===== src/rtl/pm_pkg.sv =====
package pm_pkg;
   typedef enum logic [2:0] {
      PM_LANE    = 3'd0,
      PM_BC_LO   = 3'd1,
      PM_BC_HI   = 3'd2,
      PM_HI_SGN  = 3'd3,
      PM_LO_UNS  = 3'd4,
      PM_WIDE_HI = 3'd5,
      PM_WIDE_LO = 3'd6,
      PM_NONE    = 3'd7
   } pm_op_e;

   function automatic logic pm_is_wide(input pm_op_e op);
      return (op == PM_WIDE_HI) || (op == PM_WIDE_LO);
   endfunction

   function automatic logic pm_is_narrow(input pm_op_e op);
      return (op != PM_NONE) && !pm_is_wide(op);
   endfunction
endpackage


===== src/rtl/pm_operand_sel.sv =====
module pm_operand_sel
   import pm_pkg::*;
#(
   parameter int LANES  = 4,
   parameter int BYTE_W = 8,
   parameter int ELEM_W = 16,
   localparam int DATA_W = LANES * ELEM_W
) (
   input  pm_op_e                         op,
   input  logic [DATA_W-1:0]              pix,
   input  logic [DATA_W-1:0]              scl,
   output logic signed [ELEM_W-1:0]       scale_o [LANES],
   output logic signed [BYTE_W:0]         mcand_o [LANES]
);
   for (genvar r = 0; r < LANES; r++) begin : g_lane
      logic [BYTE_W-1:0] byte_lane, byte_hi, byte_lo;
      assign byte_lane = pix[r*BYTE_W +: BYTE_W];
      assign byte_hi   = pix[r*ELEM_W + ELEM_W - BYTE_W +: BYTE_W];
      assign byte_lo   = pix[r*ELEM_W +: BYTE_W];

      always_comb begin
         unique case (op)
            PM_BC_LO: scale_o[r] = scl[ELEM_W +: ELEM_W];
            PM_BC_HI: scale_o[r] = scl[0 +: ELEM_W];
            default:  scale_o[r] = scl[r*ELEM_W +: ELEM_W];
         endcase
      end

      always_comb begin
         unique case (op)
            PM_LANE, PM_BC_LO, PM_BC_HI: mcand_o[r] = {1'b0, byte_lane};
            PM_HI_SGN, PM_WIDE_HI:       mcand_o[r] = {byte_hi[BYTE_W-1], byte_hi};
            PM_LO_UNS, PM_WIDE_LO:       mcand_o[r] = {1'b0, byte_lo};
            default:                     mcand_o[r] = '0;
         endcase
      end
   end
endmodule


===== src/rtl/pm_lane_mul.sv =====
module pm_lane_mul #(
   parameter int BYTE_W = 8,
   parameter int ELEM_W = 16,
   localparam int WIDE_W = 2 * ELEM_W,
   localparam int PROD_W = ELEM_W + BYTE_W + 1
) (
   input  logic signed [ELEM_W-1:0] scale,
   input  logic signed [BYTE_W:0]   mcand,
   output logic [ELEM_W-1:0]        narrow_o,
   output logic [WIDE_W-1:0]        wide_o
);
   localparam logic [BYTE_W-1:0] HALF = {1'b0, {(BYTE_W-1){1'b1}}};

   logic signed [PROD_W-1:0] prod;
   logic [WIDE_W-1:0]        prod_ext;
   logic                     round_up;
   logic [WIDE_W-1:0]        rounded;

   assign prod     = scale * mcand;
   assign prod_ext = {{(WIDE_W-PROD_W){prod[PROD_W-1]}}, prod};
   assign round_up = prod_ext[BYTE_W-1:0] > HALF;
   assign rounded  = prod_ext + (round_up ? (WIDE_W'(1) << BYTE_W) : '0);
   assign narrow_o = rounded[BYTE_W +: ELEM_W];
   assign wide_o   = rounded;
endmodule


===== src/rtl/pm_pack.sv =====
module pm_pack
   import pm_pkg::*;
#(
   parameter int LANES  = 4,
   parameter int ELEM_W = 16,
   localparam int DATA_W     = LANES * ELEM_W,
   localparam int WIDE_W     = 2 * ELEM_W,
   localparam int WIDE_LANES = LANES / 2
) (
   input  pm_op_e            op,
   input  logic [ELEM_W-1:0] narrow [LANES],
   input  logic [WIDE_W-1:0] wide   [LANES],
   output logic [DATA_W-1:0] packed_o
);
   logic [DATA_W-1:0] narrow_cat, wide_cat;

   for (genvar r = 0; r < LANES; r++) begin : g_n
      assign narrow_cat[r*ELEM_W +: ELEM_W] = narrow[r];
   end
   for (genvar w = 0; w < WIDE_LANES; w++) begin : g_w
      assign wide_cat[w*WIDE_W +: WIDE_W] = wide[w];
   end

   always_comb begin
      if (pm_is_narrow(op))    packed_o = narrow_cat;
      else if (pm_is_wide(op)) packed_o = wide_cat;
      else                     packed_o = '0;
   end
endmodule


===== src/rtl/simd_scale_mul.sv =====
module simd_scale_mul
   import pm_pkg::*;
#(
   parameter int LANES  = 4,
   parameter int BYTE_W = 8,
   parameter int ELEM_W = 16
) (
   input  logic                      clk,
   input  logic                      rst_n,
   input  logic                      in_valid,
   input  logic [2:0]                opcode,
   input  logic [LANES*ELEM_W-1:0]   pix_i,
   input  logic [LANES*ELEM_W-1:0]   scl_i,
   output logic                      out_valid,
   output logic [LANES*ELEM_W-1:0]   result
);
   localparam int DATA_W = LANES * ELEM_W;
   localparam int WIDE_W = 2 * ELEM_W;

   if (ELEM_W != 2 * BYTE_W) begin : g_bad_elem
      $error("ELEM_W must be twice BYTE_W");
   end
   if (LANES < 2 || (LANES % 2) != 0) begin : g_bad_lanes
      $error("LANES must be even and at least 2");
   end

   pm_op_e op;
   assign op = pm_op_e'(opcode);

   logic signed [ELEM_W-1:0] scale [LANES];
   logic signed [BYTE_W:0]   mcand [LANES];
   logic [ELEM_W-1:0]        narrow [LANES];
   logic [WIDE_W-1:0]        wide   [LANES];
   logic [DATA_W-1:0]        packed_res;

   pm_operand_sel #(.LANES(LANES), .BYTE_W(BYTE_W), .ELEM_W(ELEM_W)) u_sel (
      .op(op), .pix(pix_i), .scl(scl_i), .scale_o(scale), .mcand_o(mcand)
   );

   for (genvar r = 0; r < LANES; r++) begin : g_mul
      pm_lane_mul #(.BYTE_W(BYTE_W), .ELEM_W(ELEM_W)) u_mul (
         .scale(scale[r]), .mcand(mcand[r]),
         .narrow_o(narrow[r]), .wide_o(wide[r])
      );
   end

   pm_pack #(.LANES(LANES), .ELEM_W(ELEM_W)) u_pack (
      .op(op), .narrow(narrow), .wide(wide), .packed_o(packed_res)
   );

   always_ff @(posedge clk or negedge rst_n) begin
      if (!rst_n) begin
         out_valid <= 1'b0;
         result    <= '0;
      end else begin
         out_valid <= in_valid;
         if (in_valid) result <= packed_res;
      end
   end

   // valid flag lags the strobe by one cycle
   a_r2_valid_lag: assert property (@(posedge clk) disable iff (!rst_n)
      out_valid == $past(in_valid));

   // result holds when nothing is accepted
   a_r2_hold: assert property (@(posedge clk) disable iff (!rst_n)
      !$past(in_valid) |-> $stable(result));

   // reserved opcode gives zero
   a_r11_reserved_zero: assert property (@(posedge clk) disable iff (!rst_n)
      $past(in_valid && opcode == 3'd7) |-> result == '0);

   // a zero pixel operand makes every product, and so every lane, zero
   a_r3_zero_pixels: assert property (@(posedge clk) disable iff (!rst_n)
      $past(in_valid && pix_i == '0) |-> result == '0);

   // first edge after reset release sees no valid output
   a_r1_no_early_valid: assert property (@(posedge clk) disable iff (!rst_n)
      $rose(out_valid) |-> $past(in_valid));
endmodule


===== config.mk =====
export PLATFORM = sky130hd
export DESIGN_NAME = simd_scale_mul
export DESIGN_NICKNAME = d
export VERILOG_FILES = /design/src/rtl/pm_pkg.sv /design/src/rtl/pm_operand_sel.sv /design/src/rtl/pm_lane_mul.sv /design/src/rtl/pm_pack.sv /design/src/rtl/simd_scale_mul.sv
export SDC_FILE = /design/constraint.sdc
export NUM_CORES = 2
export LEC_CHECK = 0
export ABC_AREA = 1
export CAP_MARGIN = 10
export CORE_MARGIN = 2
export CORE_UTILIZATION = 40
export DETAILED_ROUTE_END_ITERATION = 10
export PLACE_DENSITY_LB_ADDON = 0.2
export SYNTH_ARGS = -nofsm -noshare
export SYNTH_HDL_FRONTEND = slang
export SYNTH_SLANG_ARGS = --single-unit

===== constraint.sdc =====
create_clock -name clk -period 0.99 [get_ports clk]
set_clock_uncertainty 0.1 [all_clocks]
set_input_delay 0.297 -clock clk [delete_from_list [all_inputs] [get_ports clk]]
set_output_delay 0.297 -clock clk [all_outputs]
set_load 0.01 [all_outputs]

# Yosys cells after proc, flatten, opt, wreduce, memory -nomap -nowiden

Index checks and enable logic that the tools add are counted.

Add/subtract/negate cells: 4
Multiply operators: 4
Order comparisons: 4
Eq/ne operators: 7
Muxes and demuxes: 14
Reductions and logical operators: 8

Operator list:

| operator                                                       | number |
|---|---|
| two-way mux 64 bit                                             | 2 |
| case mux 9 bit (3 select lines)                                | 3 |
| adder 32 bit                                                   | 2 |
| case mux 16 bit (2 select lines)                               | 2 |
| multiplier 16 x 9 -> 25 bit                                    | 2 |
| adder 24 bit                                                   | 2 |
| multiplier 16 x 9 -> 24 bit                                    | 2 |
| two-way mux 9 bit                                              | 4 |
| greater-than comparator 8 x 7 -> 1 bit (second input constant) | 4 |
| two-way mux 16 bit                                             | 2 |
| case mux 9 bit (2 select lines)                                | 1 |
| == test 3 bit (second input constant)                          | 3 |
| == test 3 x 2 -> 1 bit (second input constant)                 | 2 |
| OR reduction 5 bit                                             | 1 |
| OR reduction 2 bit                                             | 2 |
| == test 3 x 1 -> 1 bit (second input constant)                 | 1 |
| zero test 3 bit                                                | 1 |
| != test 3 bit (second input constant)                          | 1 |
| OR reduction 3 bit                                             | 1 |
| logical AND 1 bit                                              | 1 |
| zero test 1 bit                                                | 1 |
| logical OR 1 bit                                               | 1 |

Bits in registers: 65
Input bits: 134
Output and inout port bits: 65
Logic and storage cells: 43

# Depth between registers and ports, before layout

Depth in word-level cells: 9
Depth in mapped cells: 40
Mapped depth without buffers: 38

# Hierarchy

Synthesis repeated with hierarchy kept, for this count alone.

Cell total of the unflattened synthesis: 4337
Area total of the unflattened synthesis: 30076.3 um^2

Modules (own cells, without submodules):

| module                        | instances | cells each | area each (um^2) | sequential area each (um^2) |
|---|---|---|---|---|
| pm_lane_mul at g_mul[3].u_mul | 1         | 878        | 6179.7           | 0.0 |
| pm_lane_mul at g_mul[1].u_mul | 1         | 858        | 6143.4           | 0.0 |
| pm_lane_mul at g_mul[2].u_mul | 1         | 868        | 6135.9           | 0.0 |
| pm_lane_mul at g_mul[0].u_mul | 1         | 876        | 6110.9           | 0.0 |
| simd_scale_mul                | 1         | 271        | 2471.1           | 1626.6 |
| pm_operand_sel                | 1         | 363        | 1742.9           | 0.0 |
| pm_pack                       | 1         | 223        | 1292.5           | 0.0 |

# Worst setup path before layout

Ideal clock, no wire load.

Path type: input -> register
Start point: in opcode[1]
End point: reg result[61]
Setup time: 0.125 ns
Data arrival time: 6.637 ns
Data required time: 0.765 ns
Setup slack: -5.872 ns
Stages: 33
Buffers on the path: 3
Cells stage by stage: nand2_2 inv_1 nand2_1 nand2_4 clkbuf_1 buf_1 a21oi_1 inv_1 clkbuf_1 nand2_1 fa_1 inv_1 fa_1 inv_1 fa_1 inv_1 fa_1 fa_1 ha_1 a21oi_1 nand2_1 xor2_1 nand2_1 nor2_1 nand3_1 nor3_1 nand2_1 nor2_1 nand2_1 nor2_1 nand2_1 a21oi_2 a21oi_1

Longest elaborated chain between the ends: 9
Elaborated cells on any way between the ends: 28
Those cells by class: add/sub: 2; mul: 2; order compare: 2; eq/ne: 7; mux: 8; reduce/logical: 7

Ends and longest elaborated chain:

| item                                                     | line                                       | text |
|---|---|---|
| from (decl)                                              | simd_scale_mul.sv:11                       | `input logic [2:0] opcode,` |
| == test 3 x 1 -> 1 bit, or another cell as far along     | pm_operand_sel.sv:22, pm_operand_sel.sv:30 |  |
| OR reduction 3 bit or OR reduction 2 bit (tied branches) | pm_operand_sel.sv:30                       | `unique case (op)` |
| case mux 9 bit (3 select lines)                          | pm_operand_sel.sv:30                       |  |
| multiplier 16 x 9 -> 25 bit                              | pm_lane_mul.sv:19                          | `assign prod = scale * mcand;` |
| greater-than comparator 8 x 7 -> 1 bit                   | pm_lane_mul.sv:21                          | `assign round_up = prod_ext[BYTE_W-1:0] > HALF;` |
| two-way mux 9 bit                                        | pm_lane_mul.sv:22                          | `assign rounded = prod_ext + (round_up ? (WIDE_W'(1) << BYTE_W) : '0);` |
| adder 32 bit                                             | pm_lane_mul.sv:22                          |  |
| two-way mux 64 bit                                       | pm_pack.sv:26                              | `else if (pm_is_wide(op)) packed_o = wide_cat;` |
| two-way mux 64 bit (*)                                   | pm_pack.sv:25                              | `if (pm_is_narrow(op)) packed_o = narrow_cat;` |
| to (signal assigned)                                     | simd_scale_mul.sv:57                       | `if (in_valid) result <= packed_res;` |
| to (decl)                                                | simd_scale_mul.sv:15                       | `output logic [LANES*ELEM_W-1:0] result` |

Mark *: on every way between the ends. The rest lies on a longest branch, timed or not.
A chain may end at the register's enable or synchronous reset.

# Worst setup path after layout

Start point: in opcode[2]
End point: reg result[61]

The elaborated chain is that of the path after synthesis.

==> tab_implementation.tex <==
\begin{tabular}{lr}
\hline
Metric & Value \\
\hline
\multicolumn{2}{l}{\textbf{Logic synthesis}} \\
\quad FF+latch count, synth & 65 \\
\quad Number of synthesized flops with an enable pin & 0 \\
\quad Largest area contributor in the netlist & sky130\_fd\_sc\_hd\_\_fa\_1 \\
\quad Count of warnings emitted by yosys & 0 \\
\quad Cell area after technology mapping & 0.0251 sq mm \\
\quad Synthesized netlist cell count & 3,366 \\
\quad Flip-flop cell with the highest count after synthesis & sky130\_fd\_sc\_hd\_\_dfrtp\_1 \\
\quad Async set-reset flop share out of synthesis & 100\% \\
\quad Top cell type's share of synthesized area & 37.3\% \\
\quad Register area share after synthesis & 6.48\% \\
\quad Net count of the mapped netlist & 4,168 \\
\quad Number of unique standard cell types used by synthesis & 53 \\
\quad Synth top area cells & sky130\_fd\_sc\_hd\_\_fa\_1, sky130\_fd\_sc\_hd\_\_inv\_1, sky130\_fd\_sc\_hd\_\_ha\_1, sky130\_fd\_sc\_hd\_\_nand2\_1, sky130\_fd\_sc\_hd\_\_nor2\_1 \\
\quad Mean area per synthesized cell & 7.46 sq um \\
\multicolumn{2}{l}{\textbf{Worst setup path}} \\
\quad Kind of end point of the critical path & flop \\
\quad Cell family with most CP delay & adder cells \\
\quad Internal reg-to-reg setup slack & 0.01 ns \\
\quad Biggest fanout along the worst timing path & 6 \\
\quad Worst EP arrival & 6.42 ns \\
\quad Maximum single-stage delay on the critical path & 0.57 ns \\
\quad Kind of start point of the critical path & input port \\
\quad CP Buf/Inv Count & 8 \\
\quad Crit Path Class & in -> reg \\
\quad Data required time of the worst path & 1.12 ns \\
\quad CP max-delay cell & sky130\_fd\_sc\_hd\_\_fa\_2 \\
\multicolumn{2}{l}{\textbf{Route}} \\
\quad Overall via count from detail\_route & 26,200 \\
\quad Routed wire per std cell & 18.5 microns \\
\quad Detail-routed via count per cell & 5.03 \\
\quad Number of remaining DRC errors & 0 \\
\quad Post-detailed-routing wire length & 96,600 microns \\
\quad Number of search-and-repair iterations in the first detailed-routing pass & 6 \\
\quad Detailed router's first-iteration violation count & 1,780 \\
\quad Antenna-violating nets left & 0 \\
\multicolumn{2}{l}{\textbf{Die}} \\
\quad Core Footprint & 0.0619 sq mm \\
\quad Number of placement rows & 91 \\
\quad Die Width & 255 microns \\
\quad Boundary Pins & 199 \\
\quad Initial Util & 40.6\% \\
\quad Y dimension of the die & 255 microns \\
\quad Die Area & 0.0648 sq mm \\
\multicolumn{2}{l}{\textbf{Timing}} \\
\quad Max-slew headroom & 68.1\% \\
\quad Final Hold Vio Count & 0 \\
\quad Total of endpoints with negative setup slack in the final report & 129 \\
\quad Max Fclk & 0.159 GHz \\
\quad Share of the clock period used by the worst path & 636\% \\
\quad Worst slew pin tran & 0.473 ns \\
\quad Count of final max-slew check failures & 0 \\
\quad Worst setup margin & -5.31 ns \\
\quad RSZ-0062 raised after global routing & true \\
\quad Period minus WS final & 6.30 ns \\
\multicolumn{2}{l}{\textbf{Placement}} \\
\quad Routability congestion estimate from global placement & 1.02 \\
\quad Area after detailed placement & 0.0342 sq mm \\
\quad Number of I/O port buffers & 198 \\
\quad Placed wire-length estimate after detailed placement & 79,700 microns \\
\multicolumn{2}{l}{\textbf{GRT}} \\
\quad Total Routing Usage GR & 29.8\% \\
\quad Antenna violations before repair & 1 \\
\quad Total overflow reported by the global router & 0 \\
\quad Number of global-route vias before repair & 27,800 \\
\quad First-pass GRT wire length & 149,000 microns \\
\quad Pin count of the biggest net entering global routing & 40 \\
\multicolumn{2}{l}{\textbf{Job}} \\
\quad Max-cap violations & 0 \\
\multicolumn{2}{l}{\textbf{Final layout}} \\
\quad Antenna diode instance count & 0 \\
\quad End-of-flow core utilization & 63.6\% \\
\quad Share of post-route cells with drive strength above 1 & 39.4\% \\
\quad Area growth from synthesis to final layout & 56.8\% \\
\quad Area of the multi-input gates & 0.0245 sq mm \\
\quad Layout Cell Area excl Fill & 0.0394 sq mm \\
\quad Final Net Count & 5,174 \\
\quad Leading cell type in the layout, fill and taps excluded & sky130\_fd\_sc\_hd\_\_buf\_4 \\
\quad Count of filler cells inserted in the layout & 5,357 \\
\quad Top library cells by usage in the layout, fill and taps aside & sky130\_fd\_sc\_hd\_\_buf\_4, sky130\_fd\_sc\_hd\_\_inv\_1, sky130\_fd\_sc\_hd\_\_nand2\_1 \\
\quad Area occupied by registers & 0.00163 sq mm \\
\multicolumn{2}{l}{\textbf{Run status}} \\
\quad Failing checks & negative setup slack \\
\quad Outcome & finished, violations left \\
\multicolumn{2}{l}{\textbf{Clock network}} \\
\quad Clock buffers created by TritonCTS & 9 \\
\quad Buffers from clock root to sink, at most & 2 \\
\quad Clk\_lat worst skew & 0.35 ns \\
\quad Clock tree from TritonCTS & yes \\
\quad Clock root buffer master & sky130\_fd\_sc\_hd\_\_clkbuf\_16 \\
\quad CTS Sinks & 65 \\
\quad Number of levels in the clock H-tree & 3 \\
\quad Worst-path clk slew & 0.06 ns \\
\multicolumn{2}{l}{\textbf{Hold path}} \\
\quad Class of the tightest hold or removal check & in -> async \\
\hline
\end{tabular}
-- registers in the layout, indices dropped and copies added (netlist names) --
| name | flops |
|---|---|
| out_valid | 1 |
| result | 64 |
-- metal layers --
layer / part of all wire (%) / up-vias / GRT usage (%)
met3: 7.0 / 194 / 4.69
met1: 40 / 12900 / 38.5
met2: 49 / 875 / 51.8
met4: 3.5 / 0 / 8.54
li1: - / 12200 / -
met5: 0 / - / 0
-- cell type report --
| class | count | share of cell area, % |
|---|---|---|
| clock buffer | 10 | 0.607 |
| clock inverter | 6 | 0.232 |
| inverter | 719 | 7.00 |
| multi-input combinational | 2509 | 62.3 |
| sequential | 65 | 4.15 |
| tap | 837 | 2.66 |
| timing repair buffer | 1068 | 23.0 |
-- repair_timing --
| action | in CTS | in global routing |
|---|---|---|
| setup endpoints to repair | 129 | 129 |
| hold buffers | 1 | 0 |
| pin swaps | 153 | 276 |
| buffers inserted | 91 | 62 |
| hold endpoints to repair | 65 | 0 |
| gates resized for setup | 680 | 501 |
| cloned | 3 | 2 |
-- stage by stage --
step                      hold slack, ns  cells  worst slack (ns)  TNS, ns
after floorplan                  -0.0986   3366             -5.09  -308.37
after global placement            0.0230   5049             -6.35  -409.65
after detailed placement          0.0215   5049             -6.32  -409.71
after CTS                          0.192   5157             -5.27  -345.19
after global routing               0.206   5214             -5.49  -359.42
final                              0.197   5214             -5.31  -344.23
-- synth_stat cells (6+ instances only) --
library cell / count
sky130_fd_sc_hd__inv_1: 709
sky130_fd_sc_hd__nand2_1: 666
sky130_fd_sc_hd__nor2_1: 470
sky130_fd_sc_hd__fa_1: 468
sky130_fd_sc_hd__ha_1: 200
sky130_fd_sc_hd__a21oi_1: 162
sky130_fd_sc_hd__nand3_1: 114
sky130_fd_sc_hd__o21ai_0: 106
sky130_fd_sc_hd__clkbuf_1: 66
sky130_fd_sc_hd__dfrtp_1: 65
sky130_fd_sc_hd__xor2_1: 65
sky130_fd_sc_hd__xnor2_1: 33
sky130_fd_sc_hd__nor3_1: 29
sky130_fd_sc_hd__nand4_1: 27
sky130_fd_sc_hd__a31oi_1: 24
sky130_fd_sc_hd__nand2_2: 17
sky130_fd_sc_hd__o211ai_1: 11
sky130_fd_sc_hd__or2_2: 11
sky130_fd_sc_hd__a21o_1: 10
sky130_fd_sc_hd__nand3b_1: 10
sky130_fd_sc_hd__nor2_2: 9
sky130_fd_sc_hd__o21ai_1: 8
sky130_fd_sc_hd__o21bai_1: 7
sky130_fd_sc_hd__nand2_4: 6
-- worst paths after layout --
check	startpoint	end	depth (start not counted)
setup reg to reg	result[39]$_DFFE_PN0P_	result[39]$_DFFE_PN0P_	4
min in group clk	in_valid	result[46]$_DFFE_PN0P_	4
setup / recovery	opcode[2]	result[61]$_DFFE_PN0P_	32
hold reg to reg	result[61]$_DFFE_PN0P_	result[61]$_DFFE_PN0P_	2
hold / removal	rst_n	out_valid$_DFF_PN0_	2
max in group asynchronous	rst_n	result[11]$_DFFE_PN0P_	3
-- kinds of logic (layout without fill, tap and decap cells) --
family / count (synthesis) / count (layout) / synth area share (%)
AOI/OAI and AO/OA: 354 / 354 / 7.76
xor gates and xnor gates: 104 / 104 / 3.81
adders and majority gates: 668 / 668 / 47.3
buffers and inverters: 792 / 1803 / 11.9
DFF: 65 / 65 / 6.48
and+or+nand+nor: 1383 / 1383 / 22.8
-- worst register-to-register path, cell delays in order (launching register included) --
cell                      delay (ns)
sky130_fd_sc_hd__dfrtp_1        0.39
sky130_fd_sc_hd__buf_4          0.14
sky130_fd_sc_hd__buf_4          0.12
sky130_fd_sc_hd__nor2_1         0.08
sky130_fd_sc_hd__a21oi_1        0.04
Power is not shown: default switching activity piles up to over one toggle a cycle in this logic, so the estimate is an artifact.
